<file path="src/rtl/esi_pkg.sv">
package esi_pkg;
    localparam int unsigned NUM_LINES   = 5;
    localparam int unsigned NUM_SRC     = NUM_LINES + 1;
    localparam int unsigned IDX_CARRIER = 0;
    localparam int unsigned IDX_CTS     = 1;
    localparam int unsigned IDX_HUNT    = 2;
    localparam int unsigned IDX_BRK     = 3;
    localparam int unsigned IDX_TXUND   = 4;
    localparam int unsigned IDX_ZC      = 5;

    typedef struct packed {
        logic [NUM_LINES-1:0] lvl;   // latched line levels
        logic                 pend;  // ext/status pending, latches closed
    } ext_state_t;

    typedef struct packed {
        logic prev;                  // tx_empty seen last cycle
        logic pend;                  // transmit pending
    } tx_state_t;
endpackage

</file>
<file path="src/rtl/esi_sync.sv">
module esi_sync #(
    parameter int unsigned W      = 5,
    parameter int unsigned STAGES = 2
) (
    input  logic         clk,
    input  logic         rst,
    input  logic [W-1:0] async_in,
    output logic [W-1:0] sync_out
);
    logic [W-1:0] stage_d [STAGES];
    logic [W-1:0] stage_q [STAGES];

    always_comb begin
        stage_d[0] = async_in;
        for (int i = 1; i < STAGES; i++) begin
            stage_d[i] = stage_q[i-1];
        end
    end

    always_ff @(posedge clk) begin
        if (rst) begin
            for (int i = 0; i < STAGES; i++) begin
                stage_q[i] <= '0;
            end
        end else begin
            for (int i = 0; i < STAGES; i++) begin
                stage_q[i] <= stage_d[i];
            end
        end
    end

    assign sync_out = stage_q[STAGES-1];
endmodule

</file>
<file path="src/rtl/esi_zc_stretch.sv">
module esi_zc_stretch #(
    parameter int unsigned HOLD = 2
) (
    input  logic clk,
    input  logic rst,
    input  logic zc_pulse,
    output logic zc_vis
);
    localparam int unsigned CW = $clog2(HOLD + 1);
    localparam logic [CW-1:0] LOAD = CW'(HOLD);

    logic [CW-1:0] cnt_d, cnt_q;

    always_comb begin
        cnt_d = cnt_q;
        if (zc_pulse) begin
            cnt_d = LOAD;
        end else if (cnt_q != '0) begin
            cnt_d = cnt_q - 1'b1;
        end
    end

    always_ff @(posedge clk) begin
        if (rst) cnt_q <= '0;
        else     cnt_q <= cnt_d;
    end

    assign zc_vis = (cnt_q != '0);

    // zero count becomes visible right after the sampling edge
    assert_zc_show_R6: assert property (@(posedge clk) disable iff (rst)
        zc_pulse |=> zc_vis);
endmodule

</file>
<file path="src/rtl/esi_ext_latch.sv">
module esi_ext_latch
    import esi_pkg::*;
(
    input  logic                 clk,
    input  logic                 rst,
    input  logic [NUM_LINES-1:0] lvl,
    input  logic [NUM_LINES-1:0] line_en,
    input  logic                 zc_pulse,
    input  logic                 zc_en,
    input  logic                 ext_ie,
    input  logic                 rst_cmd,
    output logic [NUM_LINES-1:0] lat_lvl,
    output logic                 pend
);
    ext_state_t st_d, st_q;
    logic       hit_line, hit_zc;

    always_comb begin
        st_d     = st_q;
        hit_line = ext_ie && (((lvl ^ st_q.lvl) & line_en) != '0);
        hit_zc   = ext_ie && zc_en && zc_pulse;
        if (rst_cmd) begin
            st_d.lvl  = lvl;
            st_d.pend = 1'b0;
        end else if (!st_q.pend) begin
            st_d.lvl = lvl;
            if (hit_line || hit_zc) begin
                st_d.pend = 1'b1;
            end
        end
    end

    always_ff @(posedge clk) begin
        if (rst) st_q <= '0;
        else     st_q <= st_d;
    end

    assign lat_lvl = st_q.lvl;
    assign pend    = st_q.pend;

    assert_frozen_R3: assert property (@(posedge clk) disable iff (rst)
        (st_q.pend && !rst_cmd) |=> $stable(st_q.lvl));

    assert_cmd_clear_R4: assert property (@(posedge clk) disable iff (rst)
        rst_cmd |=> !st_q.pend);

    assert_ie_off_R5: assert property (@(posedge clk) disable iff (rst)
        (!st_q.pend && !ext_ie) |=> !st_q.pend);

    assert_zc_held_R8: assert property (@(posedge clk) disable iff (rst)
        (st_q.pend && zc_pulse && !rst_cmd) |=> st_q.pend);
endmodule

</file>
<file path="src/rtl/esi_tx_pend.sv">
module esi_tx_pend
    import esi_pkg::*;
(
    input  logic clk,
    input  logic rst,
    input  logic tx_empty,
    input  logic tx_eom,
    input  logic tx_ie,
    input  logic rst_tx_cmd,
    output logic pend
);
    tx_state_t st_d, st_q;
    logic      set_ev;

    always_comb begin
        st_d      = st_q;
        set_ev    = tx_ie && ((tx_empty && !st_q.prev) || tx_eom);
        st_d.prev = tx_empty;
        if (set_ev)          st_d.pend = 1'b1;
        else if (rst_tx_cmd) st_d.pend = 1'b0;
    end

    always_ff @(posedge clk) begin
        if (rst) st_q <= '{prev: 1'b1, pend: 1'b0};
        else     st_q <= st_d;
    end

    assign pend = st_q.pend;

    assert_eom_set_R9: assert property (@(posedge clk) disable iff (rst)
        (tx_ie && tx_eom) |=> st_q.pend);
endmodule

</file>
<file path="src/rtl/esi_ctrl.sv">
module esi_ctrl
    import esi_pkg::*;
#(
    parameter int unsigned SYNC_STAGES = 2,
    parameter int unsigned ZC_HOLD     = 2
) (
    input  logic               clk,
    input  logic               rst,
    input  logic               carrier_in,
    input  logic               cts_in,
    input  logic               hunt_in,
    input  logic               brk_in,
    input  logic               txund_in,
    input  logic               zc_pulse,
    input  logic [NUM_SRC-1:0] src_en,
    input  logic               ext_ie,
    input  logic               mie,
    input  logic               rst_ext_cmd,
    input  logic               tx_empty,
    input  logic               tx_eom,
    input  logic               tx_ie,
    input  logic               rst_tx_cmd,
    output logic [NUM_SRC-1:0] stat_rd,
    output logic               ext_pend,
    output logic               tx_pend,
    output logic               irq
);
    logic [NUM_LINES-1:0] raw_lines, sync_lines, lat_lines;
    logic                 zc_vis;

    always_comb begin
        raw_lines              = '0;
        raw_lines[IDX_CARRIER] = carrier_in;
        raw_lines[IDX_CTS]     = cts_in;
        raw_lines[IDX_HUNT]    = hunt_in;
        raw_lines[IDX_BRK]     = brk_in;
        raw_lines[IDX_TXUND]   = txund_in;
    end

    esi_sync #(.W(NUM_LINES), .STAGES(SYNC_STAGES)) u_sync (
        .clk      (clk),
        .rst      (rst),
        .async_in (raw_lines),
        .sync_out (sync_lines)
    );

    esi_zc_stretch #(.HOLD(ZC_HOLD)) u_zc (
        .clk      (clk),
        .rst      (rst),
        .zc_pulse (zc_pulse),
        .zc_vis   (zc_vis)
    );

    esi_ext_latch u_ext (
        .clk      (clk),
        .rst      (rst),
        .lvl      (sync_lines),
        .line_en  (src_en[NUM_LINES-1:0]),
        .zc_pulse (zc_pulse),
        .zc_en    (src_en[IDX_ZC]),
        .ext_ie   (ext_ie),
        .rst_cmd  (rst_ext_cmd),
        .lat_lvl  (lat_lines),
        .pend     (ext_pend)
    );

    esi_tx_pend u_tx (
        .clk        (clk),
        .rst        (rst),
        .tx_empty   (tx_empty),
        .tx_eom     (tx_eom),
        .tx_ie      (tx_ie),
        .rst_tx_cmd (rst_tx_cmd),
        .pend       (tx_pend)
    );

    always_comb begin
        stat_rd                  = '0;
        stat_rd[NUM_LINES-1:0]   = lat_lines;
        stat_rd[IDX_ZC]          = zc_vis;
    end

    assign irq = mie && (ext_pend || tx_pend);
endmodule

</file>
<file path="config.mk">
export PLATFORM = sky130hd
export DESIGN_NAME = esi_ctrl
export DESIGN_NICKNAME = d
export VERILOG_FILES = /design/src/rtl/esi_pkg.sv /design/src/rtl/esi_sync.sv /design/src/rtl/esi_zc_stretch.sv /design/src/rtl/esi_ext_latch.sv /design/src/rtl/esi_tx_pend.sv /design/src/rtl/esi_ctrl.sv
export SDC_FILE = /design/constraint.sdc
export NUM_CORES = 1
export LEC_CHECK = 0
export ABC_AREA = 1
export BUFFER_PORTS_ARGS = -buffer_cell sky130_fd_sc_hd__buf_2
export CAP_MARGIN = 30
export CELL_PAD_IN_SITES_DETAIL_PLACEMENT = 1
export CELL_PAD_IN_SITES_GLOBAL_PLACEMENT = 2
export CORE_MARGIN = 2
export CORE_UTILIZATION = 26
export DETAILED_ROUTE_END_ITERATION = 16
export PLACE_DENSITY = 0.82
export SYNTH_ARGS = -nofsm -noshare
export SYNTH_HDL_FRONTEND = slang
export SYNTH_SLANG_ARGS = --single-unit
</file>
<file path="constraint.sdc">
create_clock -name clk -period 1.8 [get_ports clk]
set_input_delay 0.36 -clock clk [delete_from_list [all_inputs] [get_ports clk]]
set_output_delay 0.36 -clock clk [all_outputs]
set_load 0.01 [all_outputs]
</file>
After elaboration in Yosys (flattened, before gate mapping)
Memories as Yosys holds them, arrays and structs flattened.
Index checks and enable logic that the tools add are counted.
{ "classes": {"addsub": 1, "n_eq_ne": 1, "muxes": 12, "bitwise_logic": 4, "n_reduce_logical": 16} }
{ "op_table": {"columns": ["cell", "n"], "rows": [
  ["$mux 6", 2],
  ["$mux 5", 2],
  ["$logic_and 1x1->1", 6],
  ["$mux 1", 6],
  ["$reduce_bool 2->1", 3],
  ["$and 5x5->5", 1],
  ["$reduce_bool 5->1", 1],
  ["$xor 5x5->5", 1],
  ["$mux 2", 2],
  ["$reduce_or 2->1", 2],
  ["$logic_or 1x1->1", 3],
  ["$ne 2x2->1 const B", 1],
  ["$or 1x1->1", 2],
  ["$sub 2x1->2 const B", 1],
  ["$logic_not 1->1", 1]
]} }
{ "word_totals": {"ff_bits": 10, "ram_bits": 10, "in_bits": 21, "out_inout_bits": 9, "memories": 1} }
{ "memory_table": {"columns": ["name", "words", "width", "rd", "rd_ports_with_merged_regs", "wr", "line", "rtl"], "rows": [
  ["u_sync.stage_q", 2, 5, 2, 0, 2, "esi_sync.sv:11", "logic [W-1:0] stage_q [STAGES];"]
]} }

Logic depth before layout (Yosys ltp)
{ "logic_depth": {"word_depth": 8, "ltp_mapped": 8} }

Modules after synthesis
A second synthesis with hierarchy kept.
{ "hier_totals": {"hier_cells": 111, "area_unflattened_um2": 797.0} }
{ "by_module_without_submodules": {"columns": ["module", "instances", "cells_per_inst", "area_each_um2", "seq_area_each_um2"], "rows": [
  ["esi_ext_latch", 1, 53, 329.1, 120.1],
  ["esi_sync", 1, 31, 286.5, 200.2],
  ["esi_tx_pend", 1, 11, 81.3, 40.0],
  ["esi_zc_stretch", 1, 12, 81.3, 40.0],
  ["esi_ctrl", 1, 4, 18.8, 0.0]
]} }

Least setup slack after synthesis
OpenSTA, ideal clock, no wires.
{ "synth_path": {"kind": "register -> output", "from": "register u_zc.cnt_q[1]", "to": "output port stat_rd[5]", "arrival_time_ns": 0.711, "path_slack_ns": 0.729, "path_stages_with_launch": 3, "path_buffers": 1, "path_cell_list": "dfxtp_1 > or2_2 > buf_4"} }
{ "synth_between": {"elab_chain_len": 1} }
{ "synth_rtl": {"columns": ["item", "line", "rtl"], "rows": [
  ["start, declared", "esi_zc_stretch.sv:12", "logic [CW-1:0] cnt_d, cnt_q;"],
  ["start signal, assigned", "esi_zc_stretch.sv:25", "else cnt_q <= cnt_d;"],
  ["$reduce_bool 2->1", "esi_zc_stretch.sv:28", "assign zc_vis = (cnt_q != '0);"],
  ["end, declared", "esi_ctrl.sv:23", "output logic [NUM_SRC-1:0] stat_rd,"]
]} }
No other way between the ends.

Worst setup path in the final report
Ends and elaborated chain as after synthesis.

==> impl_metrics.ini <==
[finish]
nets = 156
fin_util = 0.350
final_cell_mix = 29 x buf_2, 22 x nor2_1, 21 x inv_1
num_antenna_cells = 0
final_common_cell = buf_2
areaGrowthSynthToFinish_pct = 27.4
drive_gt1_frac = 0.276

[detailed_routing]
vias_per_cell = 4.21
ant_nets = 0
wire_per_inst_um = 9.48
first_iter_violations = 6
first_pass_iters = 4
routed_wirelength_um = 1570
drc_errors = 0
vias = 695

[die]
rows = 19
die-area_um2 = 3360
die_h_um = 58.0
die-width_um = 58.0
core-area_um2 = 2760
io_pins = 30
start_util = 0.275

[timing]
setup_tns_ps = 0
max_slew_margin = 0.841
rsz0062_at_grt = false
worst_hold_slack_ps = 242
fin_worst_skew_ps = 10.9
setup_viol = 0
slew_violations = 0
post-route-period-util = 0.781
period_needed_ps = 1410
worst_pin_slew_ps = 239
timing.fmax_ghz = 0.711
hold_violations = 0

[clocking]
clock_latency_ps = 300
cts_sinks = 20
post_cts_resized = 0
cts-root-buf = clkbuf_4
ctsHoldBuffers = 0
cts_tree = done
h-tree-depth = 1
cts_inserted_buffers = 3
path_clk_slew_ps = 110
clockBufferDepth = 2
post_cts_buffers = 0

[worst_setup_path]
worst_ep_arrival_time_ps = 1050
start_kind = flip-flop
path_class = reg2out
crit_fanout = 3
worstRegToRegCells = 8
cp.required_ps = 1440
timing.rr.start = u_ext.lat_lvl[3]
r2r_slack_ps = 790
critPathCaptureType = primary output
r2r-end = u_ext.pend

[yosys]
syn_inst = 103
syn_area_um2 = 757
ys_ff_latch = 20
yosysTopAreaCell = dfxtp_1
yosysWarnings = 0
synth_fp_nets = 124
synth.distinct_cells = 14
synth_seq_area_share = 0.529
avgSynthCellArea_um2 = 7.35
synth_area_leaders = dfxtp_1 53%, nor2_1 11%, inv_1 10%, nand2_1 8.9%, o21ai_0 4.0%
synth_top_cell_area_share = 0.529

[power]
p_per_area_nw_per_um2 = 847
total_leakage_power_nw = 0.509
peakVddDrop_uv = 649

[global_route]
overflow = 0
grt_first_pass_wirelength_um = 2810
grt_pass1_vias = 711
grtUsageTotal = 0.108
grt_max_degree = 15
antenna_found_initial = 0

[flow_run]
drv_cap = 0

[outcome]
outcome = finished clean

[min_path]
min_to = u_zc.cnt_q[0]
hold_path_startpoint = zc_pulse
min_path_type = in2reg
whs_path_depth = 2

[placement]
portBuffers = 29
gp_congestion = 0.725
place_hpwl_um = 1280
-- through the flow --
step / setup WS (ps) / area [um2] / power, mW / std cells
3_3_place_gp: 722 / 928 / 0.573 / 161
5_1_grt: 321 / 965 / 0.865 / 165
6_report: 394 / 965 / 0.817 / 165
3_5_place_dp: 716 / 928 / 0.577 / 161
2_1_floorplan: 729 / 757 / 0.534 / 103
4_1_cts: 377 / 965 / 0.832 / 165
-- worst max-delay path, cell delays in order, from the launching register on --
cell	delay (ps)
dfxtp_1	330
or2_2	290
buf_2	140
-- metal layers --
layer,share of wire,wire length (um),GRT usage,vias to the layer above
met5,0,0,0,-
met4,0.019,29,0.0399,0
met3,0.050,78,0.0424,2
met2,0.51,796,0.196,14
met1,0.42,660,0.112,312
li1,-,-,-,367
-- final cells by class --
| cell class | instances | area [um2] |
|---|---|---|
| multi-input combinational | 60 | 265 |
| inverter | 21 | 78.8 |
| tap | 31 | 38.8 |
| fill | 366 | 1790 |
| clock buffer | 4 | 36.3 |
| sequential | 20 | 400 |
| timing repair buffer | 29 | 145 |
-- registers in the layout (all words and copies together) (netlist names) --
| register | flops |
|---|---|
| u_tx.st_q | 1 |
| u_sync.stage_q | 10 |
| u_ext.lat_lvl | 5 |
| u_ext.pend | 1 |
| u_tx.pend | 1 |
| u_zc.cnt_q | 2 |
-- report_power, final --
part / switching [mW] / internal (mW)
sequential: 0.0122 / 0.463
combinational: 0.0475 / 0.0418
clock: 0.129 / 0.123
-- cell usage after synthesis --
master / n
a21oi_1: 5
a21oi_2: 1
buf_2: 1
buf_4: 1
dfxtp_1: 20
inv_1: 21
nand2_1: 18
nand3_1: 3
nor2_1: 22
nor2_4: 1
nor3_1: 1
o21a_1: 1
o21ai_0: 6
or2_2: 2
-- worst max path at each step --
stage | start | end | slack (ps)
after floorplan | u_zc.cnt_q[1] | stat_rd[5] | 730
after global placement | u_zc.cnt_q[1] | stat_rd[5] | 720
after detailed placement | u_zc.cnt_q[1] | stat_rd[5] | 720
after CTS | u_zc.cnt_q[1] | stat_rd[5] | 380
after global routing | u_zc.cnt_q[1] | stat_rd[5] | 320
final | u_zc.cnt_q[1] | stat_rd[5] | 390
-- logic make-up after synthesis --
kind of cell / count (synthesis) / synth area share
compound gates: 13 / 0.0942
buf+inv: 23 / 0.121
flops: 20 / 0.529
simple gates: 47 / 0.256
(Power assumes the default switching activity.)
